<file path="src/rtl/irq_sense_pkg.sv">
package irq_sense_pkg;

  typedef enum logic [1:0] {
    SENSE_LEVEL = 2'd0,
    SENSE_FALL  = 2'd1,
    SENSE_RISE  = 2'd2,
    SENSE_BOTH  = 2'd3
  } sense_t;

  localparam int MODE_LSB = 2;

  // Edge event for one source given its previous and current synchronized level.
  function automatic logic edge_hit(sense_t m, logic prev, logic cur);
    case (m)
      SENSE_FALL: return prev & ~cur;
      SENSE_RISE: return ~prev & cur;
      SENSE_BOTH: return prev ^ cur;
      default:    return 1'b0;
    endcase
  endfunction

  function automatic logic [7:0] pack_mode(logic [1:0] m);
    return {4'b0000, m, 2'b00};
  endfunction

  function automatic logic [1:0] unpack_mode(logic [7:0] d);
    return d[MODE_LSB +: 2];
  endfunction

endpackage

</file>
<file path="src/rtl/irq_sync.sv">
module irq_sync #(
  parameter int W = 8
) (
  input  logic         clk,
  input  logic         rst_n,
  input  logic [W-1:0] d,
  output logic [W-1:0] q
);
  logic [W-1:0] stage1;

  always_ff @(posedge clk or negedge rst_n) begin
    if (!rst_n) begin
      stage1 <= '0;
      q      <= '0;
    end else begin
      stage1 <= d;
      q      <= stage1;
    end
  end
endmodule

</file>
<file path="src/rtl/irq_mode_bank.sv">
module irq_mode_bank
  import irq_sense_pkg::*;
#(
  parameter int NUM_SRC = 96,
  parameter int EXT_BASE = 64,
  parameter int EXT_COUNT = 32,
  parameter logic [NUM_SRC-1:0] LEVEL_SRCS = '0,
  localparam int EXT_W = $clog2(EXT_COUNT)
) (
  input  logic                        clk,
  input  logic                        rst_n,
  input  logic                        wr_en,
  input  logic [EXT_W-1:0]            wr_idx,
  input  logic [7:0]                  wr_data,
  input  logic [EXT_W-1:0]            rd_idx,
  output logic [7:0]                  rd_data,
  output logic [EXT_COUNT-1:0][1:0]   modes_o
);
  logic [EXT_COUNT-1:0][1:0] modes;

  always_ff @(posedge clk or negedge rst_n) begin
    if (!rst_n) begin
      for (int k = 0; k < EXT_COUNT; k++) begin
        modes[k] <= LEVEL_SRCS[EXT_BASE + k] ? SENSE_LEVEL : SENSE_RISE;
      end
    end else if (wr_en && (int'(wr_idx) < EXT_COUNT)) begin
      modes[wr_idx] <= unpack_mode(wr_data);
    end
  end

  always_comb begin
    rd_data = 8'h00;
    if (int'(rd_idx) < EXT_COUNT) rd_data = pack_mode(modes[rd_idx]);
  end

  assign modes_o = modes;
endmodule

</file>
<file path="src/rtl/irq_sense_cell.sv">
module irq_sense_cell
  import irq_sense_pkg::*;
(
  input  logic       clk,
  input  logic       rst_n,
  input  logic       lvl_i,
  input  logic [1:0] mode_i,
  input  logic       clr_i,
  output logic       flag_o,
  output logic       hit_o
);
  logic   prev;
  sense_t m;

  assign m     = sense_t'(mode_i);
  assign hit_o = edge_hit(m, prev, lvl_i);

  always_ff @(posedge clk or negedge rst_n) begin
    if (!rst_n) begin
      prev   <= 1'b0;
      flag_o <= 1'b0;
    end else begin
      prev <= lvl_i;
      if (m == SENSE_LEVEL)  flag_o <= lvl_i;
      else if (hit_o)        flag_o <= 1'b1;
      else if (clr_i)        flag_o <= 1'b0;
    end
  end
endmodule

</file>
<file path="src/rtl/irq_sense_front.sv">
module irq_sense_front
  import irq_sense_pkg::*;
#(
  parameter int NUM_SRC = 96,
  parameter int EXT_BASE = 64,
  parameter int EXT_COUNT = 32,
  parameter logic [NUM_SRC-1:0] LEVEL_SRCS =
    ({{(NUM_SRC-1){1'b0}}, 1'b1} << 3) | ({{(NUM_SRC-1){1'b0}}, 1'b1} << 66),
  localparam int IDX_W = $clog2(NUM_SRC),
  localparam int EXT_W = $clog2(EXT_COUNT)
) (
  input  logic               clk,
  input  logic               rst_n,
  input  logic [NUM_SRC-1:0] irq_in,
  input  logic               flag_wr_en,
  input  logic [IDX_W-1:0]   flag_wr_idx,
  input  logic [7:0]         flag_wr_data,
  input  logic [IDX_W-1:0]   flag_rd_idx,
  output logic [7:0]         flag_rd_data,
  input  logic               ack_en,
  input  logic [IDX_W-1:0]   ack_idx,
  input  logic               cur_req_valid,
  input  logic [IDX_W-1:0]   cur_req_idx,
  input  logic               mode_wr_en,
  input  logic [EXT_W-1:0]   mode_wr_idx,
  input  logic [7:0]         mode_wr_data,
  input  logic [EXT_W-1:0]   mode_rd_idx,
  output logic [7:0]         mode_rd_data,
  output logic [NUM_SRC-1:0] flags_o,
  output logic               withdraw_o
);
  function automatic logic pick(logic [NUM_SRC-1:0] v, logic [IDX_W-1:0] i);
    return (int'(i) < NUM_SRC) ? v[i] : 1'b0;
  endfunction

  logic [NUM_SRC-1:0]        lvl_sync;
  logic [NUM_SRC-1:0]        hit_vec;
  logic [NUM_SRC-1:0]        lvl_mask;
  logic [NUM_SRC-1:0]        clr_vec;
  logic [NUM_SRC-1:0][1:0]   mode_vec;
  logic [EXT_COUNT-1:0][1:0] ext_modes;
  logic                      sw_clear;

  irq_sync #(.W(NUM_SRC)) u_sync (
    .clk(clk), .rst_n(rst_n), .d(irq_in), .q(lvl_sync)
  );

  irq_mode_bank #(
    .NUM_SRC(NUM_SRC), .EXT_BASE(EXT_BASE), .EXT_COUNT(EXT_COUNT), .LEVEL_SRCS(LEVEL_SRCS)
  ) u_modes (
    .clk(clk), .rst_n(rst_n),
    .wr_en(mode_wr_en), .wr_idx(mode_wr_idx), .wr_data(mode_wr_data),
    .rd_idx(mode_rd_idx), .rd_data(mode_rd_data), .modes_o(ext_modes)
  );

  assign sw_clear = flag_wr_en && (flag_wr_data == 8'h00);

  for (genvar i = 0; i < NUM_SRC; i++) begin : g_src
    if (i >= EXT_BASE && i < EXT_BASE + EXT_COUNT) begin : g_ext
      assign mode_vec[i] = ext_modes[i - EXT_BASE];
    end else begin : g_fixed
      assign mode_vec[i] = LEVEL_SRCS[i] ? SENSE_LEVEL : SENSE_RISE;
    end

    assign lvl_mask[i] = (mode_vec[i] == SENSE_LEVEL);
    assign clr_vec[i]  = (sw_clear && flag_wr_idx == IDX_W'(i)) ||
                         (ack_en && ack_idx == IDX_W'(i));

    irq_sense_cell u_cell (
      .clk(clk), .rst_n(rst_n), .lvl_i(lvl_sync[i]), .mode_i(mode_vec[i]),
      .clr_i(clr_vec[i]), .flag_o(flags_o[i]), .hit_o(hit_vec[i])
    );
  end

  assign flag_rd_data = {7'b0000000, pick(flags_o, flag_rd_idx)};

  assign withdraw_o = cur_req_valid && pick(lvl_mask, cur_req_idx) &&
                      pick(flags_o, cur_req_idx) && !pick(lvl_sync, cur_req_idx);
endmodule

</file>
<file path="config.mk">
export PLATFORM = sky130hd
export DESIGN_NAME = irq_sense_front
export DESIGN_NICKNAME = d
export VERILOG_FILES = /design/src/rtl/irq_sense_pkg.sv /design/src/rtl/irq_sync.sv /design/src/rtl/irq_mode_bank.sv /design/src/rtl/irq_sense_cell.sv /design/src/rtl/irq_sense_front.sv
export SDC_FILE = /design/constraint.sdc
export NUM_CORES = 1
export LEC_CHECK = 0
export CELL_PAD_IN_SITES_DETAIL_PLACEMENT = 2
export CELL_PAD_IN_SITES_GLOBAL_PLACEMENT = 2
export CORE_MARGIN = 8
export CORE_UTILIZATION = 25
export CTS_BUF_LIST = sky130_fd_sc_hd__clkbuf_8
export CTS_CLUSTER_DIAMETER = 30
export DETAILED_ROUTE_END_ITERATION = 12
export GPL_ROUTABILITY_DRIVEN = 0
export PLACE_DENSITY = 0.65
export SLEW_MARGIN = 20
export SYNTH_ARGS = -nofsm -noshare
export SYNTH_HDL_FRONTEND = slang
export SYNTH_SLANG_ARGS = --single-unit
</file>
<file path="constraint.sdc">
create_clock -name clk -period 2.4 [get_ports clk]
set_input_delay 0.24 -clock clk [delete_from_list [all_inputs] [get_ports clk]]
set_output_delay 0.24 -clock clk [all_outputs]
set_load 0.005 [all_outputs]
</file>
==> impl_summary.txt <==
----------------------------------------------------
[Clock network]
  CTS Buf Count ... 115
  TritonCTS clock tree ... done
  Clock transition at the register clock pins on the worst setup and hold paths after CTS ... 50 ps
  H-tree levels ... 3
  Root Buffer ... clkbuf_8
  Clock Path Buffers ... 3
  Total number of clock tree sinks ... 447
  Clock latency reported for the late side of the worst-skew pair ... 740 ps

[Global routing]
  Maximum number of pins on one net before global-route repair ... 64
  Number of global-route vias before repair ... 18400
  Combined global-route utilization of all metal layers ... 0.191
  First-pass GRT wire length ... 123000 um
  Final global-route overflow total ... 0
  Initial antenna violation count ... 8

[Worst setup path]
  Critical Path, Cell by Cell ... or3_4, mux4_2, o41ai_4, a311oi_2, o32ai_2, buf_4, buf_6
  Slowest stage cell, crit path ... mux4_2
  Startpoint types ... flop
  End of the worst register-to-register path ... g_src[72].u_cell.flag_o
  Critical Path Fanout Max ... 2
  Reg-to-reg startpoint ... u_sync.q[72]
  Slowest Stage Delay on Critical Path ... approximately 530 ps
  Critical Setup Path Class ... flop to output port
  Critical path arrival ... 3010 ps
  Register-to-Register Path Depth ... 6
  Crit end category ... output port
  Worst EP required ... ~2200 ps
  R2r setup slk ... 810 ps

[Timing]
  Hold_ws ... 33.5 ps
  Worst max-slew margin expressed relative to the limit ... 0.421
  Post-route clock skew ... 51.1 ps
  RSZ-0062 raised after global routing ... yes
  F_max ... between 0.3 and 0.4 GHz
  Number of failing hold endpoints at the final stage ... 0
  Max Slew Vio Count ... 0
  Final critical path time including I/O delays and setup ... 3250 ps
  Post-route clock period utilization ... 1.35
  Transition at the pin with the smallest max-transition slack ... 866 ps
  Final setup viols ... 4
  Worst Slack Setup Final ... -846 ps

[Outcome]
  Failing checks ... negative setup slack
  Result of the run ... complete, but fails checks

[Final layout]
  Final-layout fill cell count ... 7974
  Area added between synthesis and finish ... 47.6%
  Net total in the final layout ... 2398
  Cell area after layout ... 28500 um2
  Fraction of layout instances using a drive strength above 1 ... 0.294
  Sequential cell area ... 11200 um2
  Area occupied by multi-input gates ... 6560 um2
  Commonest non-fill, non-tap cell in the layout ... dfrtp_1
  Final cell utilization of the core ... 0.370
  Top library cells by usage in the layout, fill and taps aside ... dfrtp_1, buf_4, clkdlybuf4s50_1, inv_1, clkbuf_8

[Floorplanning]
  Initial core utilization ... 0.251
  Count of pins on the block boundary ... 269
  Core ar. ... 77000 um2
  Horizontal extent of the die ... 294 um
  Row cnt ... 102
  Die Footprint ... 86400 um2
  Chip Height ... 294 um

[Synth]
  Sequential-to-total area share from yosys stat ... 0.581
  Share of flip-flops with an asynchronous set or reset ... 1.00
  Gate count after technology mapping ... 1571
  EDFF count, synth ... 0
  Most instantiated flip-flop cell in the synthesis netlist ... dfrtp_1
  Post-synth design cell area ... 19300 um2
  Number of distinct library cell variants in the gate-level netlist after synthesis ... 60
  Area contributors post-synth ... dfrtp_1, mux4_2, buf_4
  Post-synth top area share ... 0.539
  Number of warning messages in the yosys log ... 0
  Area leader, netlist ... dfrtp_1
  Number of synthesized register bits ... around 450
  Syn Area/Cell ... approximately 12 um2

[Pwr]
  Final Power ... 25.0 mW
  LEAKAGE ... about 12 nW
  Peak ir drop on the vdd network ... 450 uV
  Power density of the placed cells ... approximately 880 nW/um2

[Min path]
  Worst Hold Launch ... irq_in[70]
  Type of the worst min-delay path ... primary input to flop
  Capture endpoint of the worst hold path ... u_sync.stage1[70]
  Number of cells traversed by the worst hold path ... 1

[Routing]
  Final routed wirelength across all metal layers ... 82900 um
  Number of antenna-violating nets in the routed design ... 0
  Iteration-0 DRC Markers ... 918
  Vias per std cell ... approximately 4.7
  # DRC ... 0
  Via count ... 15600
  Average detailed-routed wire length per instance ... 25.0 um
  Count of TritonRoute iterations in the first routing pass ... 5

[Place]
  DP Wirelength ... 60800 um
  Placed instance area ... 24600 um2
  Number of I/O port buffers ... 249
  Worst slack after detailed placement ... -1040 ps

[Job]
  Max-capacitance violation count ... 0

----------------------------------------------------
==> layout make-up <==
| class | count | share of cell area |
|---|---|---|
| Clock buffer | 136 | 0.0657 |
| Sequential cell | 447 | 0.394 |
| Timing Repair Buffer | 643 | 0.208 |
| Antenna cell | 2 | 0.000176 |
| Multi-Input combinational cell | 815 | 0.230 |
| Tap cell | 1040 | 0.0456 |
| Clock inverter | 78 | 0.0363 |
| Inverter | 156 | 0.0205 |
==> kinds of logic (layout without fill, tap and decap cells) <==
kind of cell,Yosys count,count (layout),share of synthesized area
AO/OA/AOI/OAI,283,283,0.0908
multiplexers,153,153,0.118
AND/OR/NAND/NOR,302,302,0.0826
other,1,15,0.000194
adder cells (fa/ha/maj),64,64,0.0414
flip-flops,447,447,0.581
buffers and inverters,321,1013,0.0858
==> routing by layer <==
layer	share of wire	global-route usage	vias up
li1	-	-	6648
met1	0.40	0.228	8172
met2	0.50	0.328	532
met3	0.065	0.0511	188
met4	0.036	0.0732	10
met5	0.00080	0	-
==> flip-flops by register name, indices dropped and copies added (netlist names) <==
register,count
g_src.u_cell.flag_o,96
g_src.u_cell.prev,95
u_modes.modes_o,64
u_sync.q,96
u_sync.stage1,96
==> Yosys cell counts, types with 16 or more instances <==
| cell type | number |
|---|---|
| clkbuf_1 | 40 |
| buf_4 | 110 |
| a31oi_1 | 28 |
| mux4_2 | 52 |
| nor3b_1 | 38 |
| o22ai_1 | 49 |
| o21ai_0 | 102 |
| mux2i_1 | 31 |
| a21oi_1 | 41 |
| nor2b_1 | 18 |
| o221ai_1 | 16 |
| dfrtp_1 | 416 |
| mux2_2 | 69 |
| ha_1 | 64 |
| nand2_1 | 49 |
| nor2_1 | 108 |
| nand3_1 | 18 |
| inv_1 | 156 |
| dfstp_2 | 31 |
==> worst max-delay path: cells and delay by family, from the launching register on <==
family / cells / cell delay, ps
compound gates: 3 / 690
mux: 1 / 530
simple gates: 1 / 410
flops: 1 / 390
buf+inv: 2 / 270
==> where the power goes <==
group	switching, mW	leakage, nW	internal (mW)
Combinational	1.99	5.88	2.25
Clock	4.14	1.55	7.78
Sequential	0.644	5.00	8.25
==> worst max path at each step <==
stage / start / end / slack, ps / cells after the start
after floorplan: mode_rd_idx[1] / mode_rd_data[3] / 260 / 5
after global placement: cur_req_idx[2] / withdraw_o / -1050 / 9
after detailed placement: cur_req_idx[2] / withdraw_o / -1040 / 9
after CTS: u_modes.modes_o[10] / withdraw_o / -850 / 7
after global routing: u_modes.modes_o[10] / withdraw_o / -920 / 7
final: u_modes.modes_o[10] / withdraw_o / -850 / 7
==> stage by stage <==
step / instances / TNS, ps
after detailed placement: 3004 / -11190
after global routing: 3316 / -2860
after global placement: 3004 / -7730
after floorplan: 1583 / 0
after CTS: 3313 / -2650
final: 3317 / -2560
==> what timing repair did <==
item,CTS,global route
gates resized for setup,33,3
pin swaps,7,1
hold buffers,94,0
buffers inserted,2,3
hold endpoints to repair,406,0
gates cloned,0,0
setup endpoints to repair,4,4
Note: power is estimated with default switching activity, not from simulation.
